### config.mk
export PLATFORM = sky130hd
export DESIGN_NAME = dma_chan_guard
export DESIGN_NICKNAME = d
export VERILOG_FILES = /design/src/rtl/dmacg_pkg.sv /design/src/rtl/dmacg_ctrl.sv /design/src/rtl/dmacg_regs.sv /design/src/rtl/dma_chan_guard.sv
export SDC_FILE = /design/constraint.sdc
export NUM_CORES = 1
export LEC_CHECK = 0
export BUFFER_PORTS_ARGS = -buffer_cell sky130_fd_sc_hd__buf_2
export CELL_PAD_IN_SITES_DETAIL_PLACEMENT = 0
export CELL_PAD_IN_SITES_GLOBAL_PLACEMENT = 1
export CORE_MARGIN = 2
export CORE_UTILIZATION = 40
export CTS_CLUSTER_SIZE = 20
export DETAILED_ROUTE_END_ITERATION = 10
export PLACE_DENSITY_LB_ADDON = 0.1
export SYNTH_ARGS = -nofsm -noshare
export SYNTH_HDL_FRONTEND = slang
export SYNTH_SLANG_ARGS = --single-unit
### constraint.sdc
create_clock -name clk -period 5.9 [get_ports clk]
set_input_delay 0.59 -clock clk [delete_from_list [all_inputs] [get_ports clk]]
set_output_delay 0.59 -clock clk [all_outputs]
set_load 0.02 [all_outputs]
### src/rtl/dmacg_pkg.sv
package dmacg_pkg;
  localparam int DATA_W   = 32;
  localparam logic [3:0] REG_CRN = 4'd11;
  localparam logic [3:0] CTL_CRM = 4'd4;
  localparam logic [3:0] SEL_CRM = 4'd2;
  // kept bits: user-transfer flag 26, stride 19:8, size 1:0
  localparam logic [DATA_W-1:0] CTL_MASK = 32'h040F_FF03;

  typedef struct packed {
    logic wrCtl;
    logic rdCtl;
    logic wrSel;
    logic rdSel;
    logic fault;
  } strobe_t;
endpackage

### src/rtl/dmacg_ctrl.sv
module dmacg_ctrl
  import dmacg_pkg::*;
#(
  parameter int NCH = 4,
  localparam int CHW = (NCH > 1) ? $clog2(NCH) : 1
) (
  input  logic           clk,
  input  logic           rstN,
  input  logic           accValid,
  input  logic           accWrite,
  input  logic           nonSecure,
  input  logic           userMode,
  input  logic [2:0]     opc1,
  input  logic [3:0]     crn,
  input  logic [3:0]     crm,
  input  logic [2:0]     opc2,
  input  logic           nsDmaEn,
  input  logic [NCH-1:0] chanUserEn,
  input  logic [CHW-1:0] curChan,
  output strobe_t        strb
);
  logic encBase, hitCtl, hitSel, uBit, allow;

  always_comb begin
    encBase = (opc1 == 3'd0) && (crn == REG_CRN) && (opc2 == 3'd0);
    hitCtl  = accValid && encBase && (crm == CTL_CRM);
    hitSel  = accValid && encBase && (crm == SEL_CRM);
    uBit    = chanUserEn[curChan];
    if (!nonSecure) allow = !userMode || uBit;
    else            allow = nsDmaEn && (!userMode || uBit);
    strb.wrCtl = hitCtl && allow && accWrite;
    strb.rdCtl = hitCtl && allow && !accWrite;
    strb.wrSel = hitSel && accWrite;
    strb.rdSel = hitSel && !accWrite;
    strb.fault = hitCtl && !allow;
  end


  sp_never_fault_chk: assert property (@(posedge clk) disable iff (!rstN)
    (hitCtl && !nonSecure && !userMode) |-> !strb.fault);

  ns_gate_chk: assert property (@(posedge clk) disable iff (!rstN)
    (hitCtl && nonSecure && !nsDmaEn) |-> strb.fault);

  su_gate_chk: assert property (@(posedge clk) disable iff (!rstN)
    (hitCtl && !nonSecure && userMode && !chanUserEn[curChan]) |-> strb.fault);

  strobe_excl_chk: assert property (@(posedge clk) disable iff (!rstN)
    $onehot0(strb));
endmodule

### src/rtl/dmacg_regs.sv
module dmacg_regs
  import dmacg_pkg::*;
#(
  parameter int NCH = 4,
  localparam int CHW = (NCH > 1) ? $clog2(NCH) : 1
) (
  input  logic              clk,
  input  logic              rstN,
  input  strobe_t           strb,
  input  logic [DATA_W-1:0] wrData,
  output logic [CHW-1:0]    curChan,
  output logic [DATA_W-1:0] rdData
);
  logic [NCH-1:0][DATA_W-1:0] ctlWord;
  logic selInRange;

  assign selInRange = (wrData < DATA_W'(NCH));

  always_ff @(posedge clk) begin
    if (!rstN) curChan <= '0;
    else if (strb.wrSel && selInRange) curChan <= wrData[CHW-1:0];
  end

  for (genvar c = 0; c < NCH; c++) begin : g_bank
    always_ff @(posedge clk) begin
      if (!rstN) ctlWord[c] <= '0;
      else if (strb.wrCtl && (curChan == CHW'(c))) ctlWord[c] <= wrData & CTL_MASK;
    end
  end

  always_comb begin
    rdData = '0;
    if (strb.rdCtl)      rdData = ctlWord[curChan];
    else if (strb.rdSel) rdData = {{(DATA_W-CHW){1'b0}}, curChan};
  end


  deny_hold_chk: assert property (@(posedge clk) disable iff (!rstN)
    strb.fault |=> $stable(ctlWord));

  sel_range_chk: assert property (@(posedge clk) disable iff (!rstN)
    (strb.wrSel && !selInRange) |=> $stable(curChan));

  deny_zero_chk: assert property (@(posedge clk) disable iff (!rstN)
    strb.fault |-> (rdData == '0));
endmodule

### src/rtl/dma_chan_guard.sv
module dma_chan_guard
  import dmacg_pkg::*;
#(
  parameter int NCH = 4
) (
  input  logic           clk,
  input  logic           rstN,
  input  logic           accValid,
  input  logic           accWrite,
  input  logic           nonSecure,
  input  logic           userMode,
  input  logic [2:0]     opc1,
  input  logic [3:0]     crn,
  input  logic [3:0]     crm,
  input  logic [2:0]     opc2,
  input  logic [31:0]    wrData,
  input  logic           nsDmaEn,
  input  logic [NCH-1:0] chanUserEn,
  output logic [31:0]    rdData,
  output logic           undefFault
);
  localparam int CHW = (NCH > 1) ? $clog2(NCH) : 1;

  strobe_t        strb;
  logic [CHW-1:0] curChan;

  dmacg_ctrl #(.NCH(NCH)) u_ctrl (
    .clk(clk), .rstN(rstN), .accValid(accValid), .accWrite(accWrite),
    .nonSecure(nonSecure), .userMode(userMode), .opc1(opc1), .crn(crn),
    .crm(crm), .opc2(opc2), .nsDmaEn(nsDmaEn), .chanUserEn(chanUserEn),
    .curChan(curChan), .strb(strb)
  );

  dmacg_regs #(.NCH(NCH)) u_regs (
    .clk(clk), .rstN(rstN), .strb(strb), .wrData(wrData),
    .curChan(curChan), .rdData(rdData)
  );

  assign undefFault = strb.fault;
endmodule

Word level (Yosys, flattened, before mapping)
Index checks and enable logic that the tools add are counted.
{ "totals": {"ff_bits": 62, "input_bits": 57, "out_inout_bits": 33} }
{ "op_classes": {"order_cmp": 2, "eq_ne": 6, "n_mux": 7, "reduce_logical": 24} }
{ "op_table": {"columns": ["op", "count"], "rows": [
  ["binary-select mux 32 bit (select 2 bit)", 1],
  ["2-to-1 mux 32 bit", 2],
  ["< comparator 32 x 3 -> 1 bit, second input constant", 1],
  ["logical AND 1 bit", 17],
  ["logical NOT 3 bit", 2],
  ["== test 2 bit, second input constant", 2],
  ["== test 4 x 2 -> 1 bit, second input constant", 1],
  ["== test 4 x 3 -> 1 bit, second input constant", 1],
  ["== test 4 bit, second input constant", 1],
  ["logical NOT 1 bit", 3],
  ["< comparator 2 x 3 -> 1 bit, second input constant", 1],
  ["binary-select mux 1 bit (select 2 bit)", 1],
  ["== test 2 x 1 -> 1 bit, second input constant", 1],
  ["logical NOT 2 bit", 1],
  ["2-to-1 mux 1 bit", 2],
  ["2-to-1 mux 2 bit", 1],
  ["logical OR 1 bit", 1]
]} }

Logic depth before layout (Yosys ltp)
{ "depth": {"depth_word": 8, "mapped_depth": 6} }

Cells and area by module
A second synthesis with hierarchy kept.
{ "hier_totals": {"cells_unflattened": 360, "area_unflattened_um2": 3169.3} }
{ "by_module_without_submodules": {"columns": ["mod", "n_inst", "cells_each", "area_per_inst_um2", "seq_area_each_um2"], "rows": [
  ["dmacg_regs", 1, 344, 3040.4, 1241.2],
  ["dmacg_ctrl", 1, 16, 128.9, 0.0]
]} }

Worst setup path after synthesis
No wires, ideal clock.
{ "synth_path": {"kind": "input -> output", "start": "input opc2[1]", "end": "output rdData[10]", "t_arrival_ns": 2.290, "slack_ns": 3.020, "stages": 5, "path_cell_list": "or4b_4 > nor4_1 > nand4b_1 > clkbuf_1 > nor2b_1"} }
{ "synth_between": {"elab_chain_cells": 7} }
{ "synth_lines": {"columns": ["item", "line_no", "text"], "rows": [
  ["start, declared", "dma_chan_guard.sv:15", "input logic [2:0] opc2,"],
  ["logical NOT 3 bit", "dmacg_ctrl.sv:25", "encBase = (opc1 == 3'd0) && (crn == REG_CRN) && (opc2 == 3'd0);"],
  ["logical AND 1 bit", "dmacg_ctrl.sv:25", null],
  ["logical AND 1 bit (2 in series)", "dmacg_ctrl.sv:26", "hitCtl = accValid && encBase && (crm == CTL_CRM);"],
  ["logical AND 1 bit (2 in series)", "dmacg_ctrl.sv:32", "strb.rdCtl = hitCtl && allow && !accWrite;"],
  ["2-to-1 mux 32 bit", "dmacg_regs.sv:33", "if (strb.rdCtl) rdData = ctlWord[curChan];"],
  ["end, declared", "dma_chan_guard.sv:19", "output logic [31:0] rdData,"]
]} }
No other way between the ends.

Worst setup path in the final report
{ "layout_path": {"start": "input opc2[1]", "end": "output rdData[18]"} }
Same word-level chain as after synthesis.

==> flow_summary.ini <==
[placed_design]
gp_congestion = 0.690
dp_hpwl_mm = 4.79
dpl_worst_slack_ps = 2240
io_buffers = 72

[power]
p_int_w = 0.000655
switching_power_w = 0.000196
p_per_area_nw_per_um2 = 229
p_comb_share_pct = 6.4
p_leak_nw = 1.35
p_sw_share_pct = 23.1
clkPwrFrac_pct = 44.5
pwr-share-seq_pct = 49.1
ir_drop_mv = 0.116

[synthesis]
synth-xor-area-share_pct = 0
yosys.area_share.simple_pct = 20.9
synth_compound_area_share_pct = 0.951
synth_edf_count = 0
synth-seq-cells = 62
async_reset_ff_share_pct = 0
syn_avg_cell_area_um2 = 10.3
seq_area_frac_synth_pct = 39.3
synthCells = 307
synthAdderAreaFrac_pct = 0
netlist_area_um2 = 3160
ys_types = 31
yosysWarnings = 0
synth.area.mux_share_pct = 31.1
ys.flop_type = dfxtp_1
synth_top_family_by_area = multiplexers

[floorplan]
core_region_area_um2 = 7690
start_util_pct = 41.1
die_area_um2 = 8620
chipWidth_um = 92.8
io_pins = 90
num_rows = 32
die_h_um = 92.8

[sta]
finalCritPeriodShare_pct = 61.2
finalMaxSlewViolations = 0
skew_ps = 8.63
slew_headroom_pct = 42.9
fmax_mhz = 277
setup-violations-final = 0
hold_viol_final = 0
worst_pin_slew_ps = 856
fin_crit_ps = 3610
layout_setup_ws_ps = 2290
setup_tns_ps = 0
rsz0062_at_grt = no

[clocking]
cts_resized = 0
cts_buffers = 9
htreeDepth = 3
cts_tree = yes
path_clk_slew_ps = 60
cts.hold.buffers_added = 0
cts_root_buf = clkbuf_8
clock_sinks = 62
clk_latency_ps = 340
clockBufferDepth = 2
post-cts-setup-buffers = 0

[routing]
drtAntennaViolNets = 0
drt_iter0_drc = 71
wirelength_mm = 7.08
vias_per_cell = 5.04
via_count = 2440
dr.pass1.iters = 4
wire_per_inst_um = 14.6
remaining_drc_errors = 0

[layout]
drive_gt1_share_pct = 30.6
syn2layout_area_growth_pct = 17.9
diodes = 0
num-nets-final = 434
finish.utilization_pct = 48.4
nFillCells = 733

[run_status]
outcome = finished, final reports clean

[flow_run]
cap_viol_max_count = 0

[worst_setup_path]
cp-start-kind = primary input
cp_max_fo = 13
path_class = primary input to primary output
end_kind = primary output
cp_data_required_time_ps = 5310
cp.arrival_ps = 3020

[grt]
grt_pass1_wl_mm = 11.2
antenna_found_initial = 0
grt_use_total_pct = 17.0
grt_max_degree = 42
overflow = 0
grt_pass1_vias = 2343

[min_path]
hold_class = flop to flop
## layout by cell type, fill, tap and decap left out, types with 2 or more instances in the layout
cell	instances
a21oi_1	3
conb_1	17
nor2b_1	13
mux2i_1	62
clkbuf_1	2
nand4b_1	2
clkbuf_8	11
and4_1	2
buf_4	7
nand2_1	80
nor4_4	4
dfxtp_1	62
nand2b_1	2
nor4_1	8
mux4_2	15
nand4_1	2
buf_2	72
mux2_2	2
## synthesized netlist by cell type (2+ instances only)
library cell  instances  area [um2]
a21oi_1               3        15.0
and4_1                2        17.5
buf_1                 3        11.3
buf_4                17         128
buf_6                 5        56.3
clkbuf_1             11        41.3
dfxtp_1              62        1240
mux2_2                2        22.5
mux2i_1              62         621
mux4_2               15         338
nand2_1              80         300
nand2b_1              2        12.5
nand4_1               2        12.5
nand4b_1              2        17.5
nor2b_1              13        81.3
nor4_1                8        50.1
nor4_4                4        85.1
## flip-flops by register name (all words and copies together) (netlist names)
| register | count |
|---|---|
| u_regs.ctlWord | 60 |
| u_regs.curChan | 2 |
## routing by layer
metal | up-vias | track usage [%] | wire, um
li1 | 1188 | - | -
met1 | 1161 | 20.6 | 3170
met5 | - | 0 | 0
met3 | 9 | 4.23 | 398
met4 | 0 | 5.76 | 83
met2 | 82 | 29.5 | 3420
## power by group through the flow
stage               clock network [W]  registers (W)  logic [W]
floorplan                           0       0.000428  0.0000378
global placement                    0       0.000428  0.0000545
detailed placement                  0       0.000428  0.0000547
CTS                          0.000389       0.000418  0.0000548
global route                 0.000405       0.000418  0.0000602
finish                       0.000379       0.000418  0.0000542
## stage by stage
stage,hold WS (ps),power (W),area [um2],std cells
global placement,439,0.000482,3520,468
floorplan,432,0.000466,3220,323
CTS,458,0.000862,3720,484
global route,464,0.000883,3720,484
finish,454,0.000851,3720,484
detailed placement,447,0.000483,3520,468
## area by class of cell
| cell class | instances | area (um2) | share of cell area, % |
|---|---|---|---|
| well taps | 102 | 128 | 3.43 |
| flip-flops and latches | 62 | 1240 | 33.3 |
| clock inverters | 3 | 42.5 | 1.14 |
| inverters | 1 | 3.75 | 0.101 |
| multi-input cells | 224 | 1740 | 46.6 |
| repair buffers | 79 | 413 | 11.1 |
| clock buffers | 13 | 159 | 4.27 |
## path summary, 6_finish.rpt
check             cells after the start                       startpoint  slack, ps                         endpoint
setup / recovery                      6                          opc2[1]       2290                       rdData[18]
hold / removal                        2  u_regs.ctlWord[41]$_SDFFE_PN0P_        450  u_regs.ctlWord[41]$_SDFFE_PN0P_
setup reg to reg                      6   u_regs.curChan[0]$_SDFFE_PN0P_       3350  u_regs.ctlWord[19]$_SDFFE_PN0P_
hold reg to reg                       2  u_regs.ctlWord[41]$_SDFFE_PN0P_        450  u_regs.ctlWord[41]$_SDFFE_PN0P_
## kinds of logic (layout without fill, tap and decap cells)
kind of cell | count (synthesis) | after routing
flip-flops | 62 | 62
AO/OA/AOI/OAI | 5 | 5
other | 1 | 17
buffers and inverters | 37 | 96
multiplexers | 79 | 79
AND/OR/NAND/NOR | 123 | 123
## worst max-delay path, stage by stage
cell and delay [ps]:
buf_2 100, or4b_4 540, nor4_1 510, nand4b_1 760, nor2b_1 330, buf_2 200
No activity file was read; power rests on OpenSTA's default activity.
